`src/rtl/mon_entry_pkg.sv`:
```
package mon_entry_pkg;

  typedef enum logic [1:0] {
    ENTRY_NONE  = 2'd0,
    ENTRY_HV    = 2'd1,
    ENTRY_BLANK = 2'd2
  } entry_e;

  // Route chosen at capture; high voltage on the interrupt pin wins.
  function automatic entry_e pick_entry(input logic hv, input logic blank);
    if (hv)         return ENTRY_HV;
    else if (blank) return ENTRY_BLANK;
    else            return ENTRY_NONE;
  endfunction

endpackage

```
`src/rtl/mon_entry_latch.sv`:
```
module mon_entry_latch
  import mon_entry_pkg::*;
(
  input  logic clk,
  input  logic rst_n,
  input  logic seq_done,
  input  logic hv_irq,
  input  logic strap,
  input  logic vec_blank,
  output logic mon,
  output logic by_hv,
  output logic div4,
  output logic bypass,
  output logic start_xrst
);

  logic   cap_q, cap_d;
  entry_e ent_q, ent_d;
  logic   strap_q, strap_d;
  logic   take;

  assign take = seq_done && !cap_q;

  always_comb begin
    cap_d   = cap_q;
    ent_d   = ent_q;
    strap_d = strap_q;
    if (take) begin
      cap_d   = 1'b1;
      ent_d   = pick_entry(hv_irq, vec_blank);
      strap_d = strap;
    end
  end

  always_ff @(posedge clk or negedge rst_n) begin
    if (!rst_n) begin
      cap_q   <= 1'b0;
      ent_q   <= ENTRY_NONE;
      strap_q <= 1'b0;
    end else if (take) begin
      cap_q   <= cap_d;
      ent_q   <= ent_d;
      strap_q <= strap_d;
    end
  end

  assign start_xrst = take && (pick_entry(hv_irq, vec_blank) == ENTRY_BLANK);
  assign mon        = (ent_q != ENTRY_NONE);
  assign by_hv      = (ent_q == ENTRY_HV);
  assign div4       = !(by_hv && !strap_q);
  assign bypass     = by_hv && !strap_q;

  AST_CAPTURE_FROZEN: assert property (@(posedge clk) disable iff (!rst_n)
    cap_q |=> ($stable(ent_q) && $stable(strap_q)));

  AST_BYPASS_IS_DIV2: assert property (@(posedge clk) disable iff (!rst_n)
    bypass |-> (mon && !div4));

endmodule

```
`src/rtl/mon_clk_div.sv`:
```
module mon_clk_div #(
  parameter int DIV_LO = 2,
  parameter int DIV_HI = 4
) (
  input  logic clk,
  input  logic rst_n,
  input  logic div4,
  output logic clk_en
);

  localparam int CW = (DIV_HI > 2) ? $clog2(DIV_HI) : 1;
  localparam logic [CW-1:0] LO_M1 = CW'(DIV_LO - 1);
  localparam logic [CW-1:0] HI_M1 = CW'(DIV_HI - 1);

  logic [CW-1:0] cnt_q, cnt_d, lim;
  logic          en_q, en_d;

  assign lim = div4 ? HI_M1 : LO_M1;

  always_comb begin
    en_d  = (cnt_q >= lim);
    cnt_d = en_d ? '0 : cnt_q + 1'b1;
  end

  always_ff @(posedge clk or negedge rst_n) begin
    if (!rst_n) begin
      cnt_q <= '0;
      en_q  <= 1'b0;
    end else begin
      cnt_q <= cnt_d;
      en_q  <= en_d;
    end
  end

  assign clk_en = en_q;

  AST_EN_SPACED: assert property (@(posedge clk) disable iff (!rst_n)
    en_q |=> !en_q);

endmodule

```
`src/rtl/mon_xrst_gen.sv`:
```
module mon_xrst_gen #(
  parameter int XRST_LEN = 8
) (
  input  logic clk,
  input  logic rst_n,
  input  logic start,
  output logic req
);

  localparam int LW = $clog2(XRST_LEN + 1);

  logic [LW-1:0] cnt_q, cnt_d;
  logic          busy;

  assign busy = (cnt_q != '0);

  always_comb begin
    cnt_d = cnt_q;
    if (start)     cnt_d = LW'(XRST_LEN);
    else if (busy) cnt_d = cnt_q - 1'b1;
  end

  always_ff @(posedge clk or negedge rst_n) begin
    if (!rst_n)              cnt_q <= '0;
    else if (start || busy)  cnt_q <= cnt_d;
  end

  assign req = busy;

  AST_XRST_START: assert property (@(posedge clk) disable iff (!rst_n)
    start |=> req);

endmodule

```
`src/rtl/mon_entry_ctrl.sv`:
```
module mon_entry_ctrl #(
  parameter int DIV_LO   = 2,
  parameter int DIV_HI   = 4,
  parameter int XRST_LEN = 8
) (
  input  logic clk,
  input  logic rst_n,
  input  logic seq_done,
  input  logic hv_irq,
  input  logic hv_rst,
  input  logic strap,
  input  logic vec_blank,
  output logic mon_mode,
  output logic mon_by_hv,
  output logic bus_div4,
  output logic bus_clk_en,
  output logic osc_div_bypass,
  output logic wdog_off,
  output logic xrst_req
);

  logic [1:0] rsync_q;
  logic       rst_s_n;
  logic       start_xrst;

  always_ff @(posedge clk or negedge rst_n) begin
    if (!rst_n) rsync_q <= 2'b00;
    else        rsync_q <= {rsync_q[0], 1'b1};
  end
  assign rst_s_n = rsync_q[1];

  mon_entry_latch u_latch (
    .clk        (clk),
    .rst_n      (rst_s_n),
    .seq_done   (seq_done),
    .hv_irq     (hv_irq),
    .strap      (strap),
    .vec_blank  (vec_blank),
    .mon        (mon_mode),
    .by_hv      (mon_by_hv),
    .div4       (bus_div4),
    .bypass     (osc_div_bypass),
    .start_xrst (start_xrst)
  );

  mon_clk_div #(.DIV_LO(DIV_LO), .DIV_HI(DIV_HI)) u_div (
    .clk    (clk),
    .rst_n  (rst_s_n),
    .div4   (bus_div4),
    .clk_en (bus_clk_en)
  );

  mon_xrst_gen #(.XRST_LEN(XRST_LEN)) u_xrst (
    .clk   (clk),
    .rst_n (rst_s_n),
    .start (start_xrst),
    .req   (xrst_req)
  );

  // Erased-vector session: always off. High-voltage session: held by either pin.
  assign wdog_off = mon_mode && (!mon_by_hv || hv_irq || hv_rst);

  AST_XRST_ONLY_BLANK: assert property (@(posedge clk) disable iff (!rst_s_n)
    xrst_req |-> (mon_mode && !mon_by_hv));

  AST_WDOG_NORMAL: assert property (@(posedge clk) disable iff (!rst_s_n)
    !mon_mode |-> !wdog_off);

  AST_WDOG_BLANK: assert property (@(posedge clk) disable iff (!rst_s_n)
    (mon_mode && !mon_by_hv) |-> wdog_off);

  AST_HV_DIV2: assert property (@(posedge clk) disable iff (!rst_s_n)
    !bus_div4 |-> (mon_by_hv && osc_div_bypass));

endmodule

```
`config.mk`:
```
export PLATFORM = sky130hd
export DESIGN_NAME = mon_entry_ctrl
export DESIGN_NICKNAME = d
export VERILOG_FILES = /design/src/rtl/mon_entry_pkg.sv /design/src/rtl/mon_entry_latch.sv /design/src/rtl/mon_clk_div.sv /design/src/rtl/mon_xrst_gen.sv /design/src/rtl/mon_entry_ctrl.sv
export SDC_FILE = /design/constraint.sdc
export NUM_CORES = 1
export LEC_CHECK = 0
export ABC_AREA = 1
export BUFFER_PORTS_ARGS = -buffer_cell sky130_fd_sc_hd__buf_2
export CAP_MARGIN = 20
export CORE_AREA = 2 2 39 41
export DETAILED_ROUTE_END_ITERATION = 6
export DIE_AREA = 0 0 41 43
export MAX_ROUTING_LAYER = met4
export PLACE_DENSITY = 0.68
export SETUP_SLACK_MARGIN = 0.02
export SYNTH_ARGS = -nofsm -noshare
export SYNTH_HDL_FRONTEND = slang
export SYNTH_SLANG_ARGS = --single-unit
```
`constraint.sdc`:
```
create_clock -name clk -period 2.25 [get_ports clk]
set_input_delay 0.1125 -clock clk [delete_from_list [all_inputs] [get_ports clk]]
set_output_delay 0.1125 -clock clk [all_outputs]
set_load 0.01 [all_outputs]
```
* After elaboration in Yosys (flattened, before gate mapping)
Index checks and enable logic that the tools add are counted.
Word-level totals: register bits 13, input bits 7, logic and storage cells 33, output and inout bits 7
Operators by class: add/sub/neg operators 2, magnitude comparators 1, eq/ne operators 2, muxes and demuxes 6, reductions and logical operators 15
Operator list (count):
- 2-bit two-way mux | 4
- 4-bit two-way mux | 2
- 1-bit logical AND | 4
- 1-bit zero test | 4
- 2-bit nonzero test | 2
- 4-bit nonzero test | 1
- 4-bit by 1-bit subtractor with 4-bit output, second input constant | 1
- 1-bit logical OR | 3
- 2-bit by 1-bit adder with 2-bit output, second input constant | 1
- 2-bit by 1-bit == test with 1-bit output, second input constant | 1
- 2-bit == test, second input constant | 1
- 2-bit greater-or-equal comparator | 1
- 2-bit AND reduction | 1

* Depth between registers and ports, before layout
depth after elaboration 6, gate-level depth with buffers 6, gate-level depth less buffers 6

* Cells and area by module
Synthesis repeated with hierarchy kept, for this count alone.
Second synthesis, totals: cells, all modules 77, area total of the unflattened synthesis 628.1 um2
By module, submodules not included:
- mon_xrst_gen | seq. area each 100.1 um2, times used 1, area each 221.5 um2, cells an instance 28
- mon_entry_latch | seq. area each 100.1 um2, times used 1, area each 193.9 um2, cells an instance 26
- mon_clk_div | seq. area each 75.1 um2, times used 1, area each 133.9 um2, cells an instance 15
- mon_entry_ctrl | seq. area each 50.0 um2, times used 1, area each 78.8 um2, cells an instance 8

* Least setup slack after synthesis
OpenSTA, ideal clock, no wires.
path type register to register, from register u_latch.ent_q[1], to register u_div.cnt_q[1], period minus slack after synthesis 1321 ps, cell stages (with the launch flop) 5, library setup time 71 ps, data required time 2179 ps, path slack 929 ps, arrival time 1250 ps, path buffers 0, cells stage by stage dfrtp_1 > nor3_2 > ha_1 > a21o_1 > nor2_1
Between the ends: longest elaborated chain between the ends 5
RTL lines:
- start, declared | RTL line mon_entry_latch.sv:18 | entry_e ent_q, ent_d;
- start signal, assigned | RTL line mon_entry_latch.sv:42 | ent_q <= ent_d;
- 2-bit by 1-bit == test with 1-bit output | RTL line mon_entry_latch.sv:49 | assign by_hv = (ent_q == ENTRY_HV);
- 1-bit logical AND
- named net osc_div_bypass | RTL line mon_entry_ctrl.sv:17 | output logic osc_div_bypass,
- 2-bit two-way mux | RTL line mon_clk_div.sv:18 | assign lim = div4 ? HI_M1 : LO_M1;
- 2-bit greater-or-equal comparator | RTL line mon_clk_div.sv:21 | en_d = (cnt_q >= lim);
- named net u_div.en_d | RTL line mon_clk_div.sv:16 | logic en_q, en_d;
- 2-bit two-way mux | RTL line mon_clk_div.sv:22 | cnt_d = en_d ? '0 : cnt_q + 1'b1;
- named net u_div.cnt_d[1] | RTL line mon_clk_div.sv:15 | logic [CW-1:0] cnt_q, cnt_d, lim;
- end signal, assigned | RTL line mon_clk_div.sv:30 | cnt_q <= cnt_d;
- end, declared | RTL line mon_clk_div.sv:15
The timed path passes the listed nets, and every way through them passes these cells. A chain may end at the register's enable or synchronous reset.

* Final worst setup path
from register u_latch.ent_q[1], to register u_div.cnt_q[1]
Between the ends: longest elaborated chain between the ends 5
RTL lines:
- 2-bit by 1-bit == test with 1-bit output | RTL line mon_entry_latch.sv:49
- 1-bit logical AND | RTL line mon_entry_latch.sv:50 | assign div4 = !(by_hv && !strap_q);
- 2-bit two-way mux | RTL line mon_clk_div.sv:18
- 2-bit greater-or-equal comparator | RTL line mon_clk_div.sv:21
- named net u_div.en_d | RTL line mon_clk_div.sv:16
- 2-bit two-way mux | RTL line mon_clk_div.sv:22
- named net u_div.cnt_d[1] | RTL line mon_clk_div.sv:15
The timed path passes the listed nets, and every way through them passes these cells.

==> flow_metrics.py <==
metrics = {
    "placement": {
        "post-place-ws_ns": 0.951,
        "routabilityCongestion": 0.722,
        "placement.io_buffers": 13,
        "placed_cells": 94,
        "detailedPlacementHpwl_um": 720,
        "post_dp_cell_area_um2": 676,
    },
    "sta": {
        "maximum_clock_skew_at_final_layout_ns": 0.00141,
        "final_min_period_over_clock_period_pct": 58.6,
        "setup_tns_ns": 0,
        "slew_violations": 0,
        "rsz0062_at_grt": "false",
        "post-route-min-period_ns": 1.32,
        "fin_ws_ns": 0.931,
        "final-hold-violation-count": 0,
        "setup_viol": 0,
        "fmax_ghz": 0.758,
        "fin_worst_hold_slack_ns": 0.0335,
    },
    "finish": {
        "final_core_utilization_pct": 51.4,
        "nNetsFinal": 94,
        "finalInstanceArea_um2": 712,
        "layout-drive-gt1-share_pct": 28.9,
        "syn_to_final_growth_pct": 20.6,
        "finish.cell_count_without_fillers": 99,
        "antennaDiodeCount": 0,
    },
    "clock_network": {
        "cts.clk_slew.worst_paths_ns": 0.07,
        "cts_sinks": 13,
        "clockBufferDepth": 2,
        "cts_post_setup_buffers_inserted": 0,
        "clock_tree.root_cell": "clkbuf_4",
        "tritoncts": "built",
        "clock_network_latency_to_the_later_pin_of_the_worst_skew_pair_ns": 0.27,
        "cts_made_buffers": 3,
        "htreeDepth": 1,
    },
    "synthesis": {
        "synth_sequential_area_ratio_pct": 55.1,
        "post_synth_inst_count": 65,
        "netlist_area_um2": 591,
        "yosys_warnings": 0,
        "postSynthAreaPerCell_um2": 9.09,
        "syn_nets": 75,
        "postSynthRegisterBits": 13,
        "number_of_distinct_library_cell_variants_in_the_gate_level_netlist_after_synthesis": 18,
    },
    "run": {
        "max_cap_violations": 0,
    },
    "global_route": {
        "grt_pass1_wl_um": 1660,
        "overflow": 0,
        "groute.usage.overall_pct": 15.2,
        "routing_usage_on_met2_pct": 22.5,
        "grt_use_met1_pct": 16.7,
        "antenna_found_initial": 0,
        "grt_max_degree": 12,
        "grt_util_met3_pct": 3.14,
        "grt_pass1_vias": 429,
        "grt_most_used_layer": "met2",
    },
    "critical_path": {
        "critical_path_required_ns": 2.45,
        "timing_worst_setup_path_type": "reg -> reg",
        "worstSetupStartpointType": "register",
        "arrival_ns": 1.52,
        "r2r_start": "u_latch.ent_q[1]",
        "buffer_and_inverter_count_on_the_worst_path": 0,
        "slowest_stage": "dfrtp_1",
        "setup.worst_path.start": "u_latch.ent_q[1]",
        "crit_path_max_incr_delay_ns": 0.42,
        "critical-path-top-delay-family": "flip-flops",
        "timing.critical_path.to_type": "register",
        "critical_path_peak_fanout": 3,
        "cell_by_cell_listing_of_the_critical_path": "nor3_2 -> ha_1 -> a21o_1 -> nor2_1",
    },
    "pwr": {
        "pwr_total_mw": 0.387,
        "pwr_density_cell_mw_per_mm2": 544,
        "p_leak_nw": 0.395,
        "worst_ir_drop_on_vdd_v": 0.000333,
    },
    "drt": {
        "post_drt_via_cell_ratio": 4.42,
        "firstDrtPassIters": 2,
        "detail_route.iter0.violations": 2,
        "drc": 0,
        "wl_per_cell_um": 9.85,
        "ant_nets": 0,
        "wl_final_um": 975,
        "num_vias": 438,
    },
    "die": {
        "fp.dieArea_mm2": 0.00176,
        "floorplan.die.width_um": 41,
        "rows": 14,
        "area_of_the_core_mm2": 0.00138,
        "start_util_pct": 42.7,
        "io_pins": 14,
        "dieHeight_um": 43,
    },
    "status": {
        "status": "finished clean",
    },
    "min_path": {
        "timing.hold.worst.start": "strap",
        "min-delay-path-class": "in -> reg",
    },
}
[where the power goes]
group / internal (mW) / switching (mW) / leakage, nW
Sequential: 0.235 / 0.00385 / 0.153
Clock: 0.0686 / 0.0705 / 0.0150
Combinational: 0.00531 / 0.00388 / 0.228
Total: 0.309 / 0.0782 / 0.395
[metal layers]
metal,vias up,share of wire [%]
met3,2,4.9
met4,0,1.0
met5,-,0
met1,195,43
met2,11,51
li1,230,-
[registers in the layout, summed over array words and instances (netlist names)]
| signal | flops |
|---|---|
| u_latch.ent_q | 2 |
| u_latch.strap_q | 1 |
| u_latch.cap_q | 1 |
| u_xrst.cnt_q | 4 |
| u_div.cnt_q | 2 |
| rsync_q | 2 |
| u_div.clk_en | 1 |
[cell usage in the layout, fill, tap and decap left out, types with 2 or more instances in the layout]
cell,n
dfrtp_1,13
inv_2,2
ha_1,3
o21ai_1,2
nand2_2,2
nand3_1,2
buf_2,13
nand2_1,14
clkbuf_4,3
nor2_1,11
inv_1,7
[synth_stat cells]
cell,n,area (um2)
inv_2,2,7.51
dfrtp_1,13,325
xor2_1,1,8.76
nand2_4,1,11.3
nand3_1,2,10.0
nor2_2,1,6.26
ha_1,3,37.5
nand2_2,2,12.5
o21ai_0,1,5.00
nand2_1,14,52.6
inv_1,7,26.3
conb_1,1,3.75
inv_4,1,6.26
a21o_1,1,7.51
xnor2_1,1,8.76
o21ai_1,2,10.0
nor3_2,1,10.0
nor2_1,11,41.3
[final timing paths]
path	to	slack [ns]	cells after the start
setup / recovery	u_div.cnt_q[1]	0.93	4
hold / removal	u_latch.strap_q	0.03	3
setup reg to reg	u_div.cnt_q[1]	0.93	4
hold reg to reg	u_div.clk_en	0.18	0
max in group asynchronous	u_xrst.cnt_q[1]	1.77	0
min in group asynchronous	rsync_q[0]	0.18	2
[area by class of cell]
cell class	count	area, um2
multi-input combinational	42	225
tap	16	20.0
timing repair buffer	14	75.1
inverter	10	40.0
fill	135	672
sequential	13	325
clock buffer	4	26.3
[cells by family (layout without fill, tap and decap cells)]
| logic type | count (synthesis) | after routing | synth area share (%) |
|---|---|---|---|
| xor gates and xnor gates | 2 | 2 | 2.97 |
| other | 1 | 1 | 0.635 |
| AOI/OAI and AO/OA | 4 | 4 | 3.81 |
| adders and majority gates | 3 | 3 | 6.36 |
| buffers and inverters | 10 | 28 | 6.78 |
| DFF | 13 | 13 | 55.1 |
| and+or+nand+nor | 32 | 32 | 24.4 |
[worst register-to-register path, delay by kind of cell, from the launching register on]
kind | cells | cell delay, ns
flops | 1 | 0.42
simple gates | 2 | 0.38
compound gates | 1 | 0.18
fa+ha+maj | 1 | 0.28
[timing repair]
action,in CTS,in global routing
resized for setup,0,0
endpoints found under the hold margin,2,0
hold buffers,1,0
endpoints found under the setup margin,0,0
Note: power is estimated with default switching activity, not from simulation.
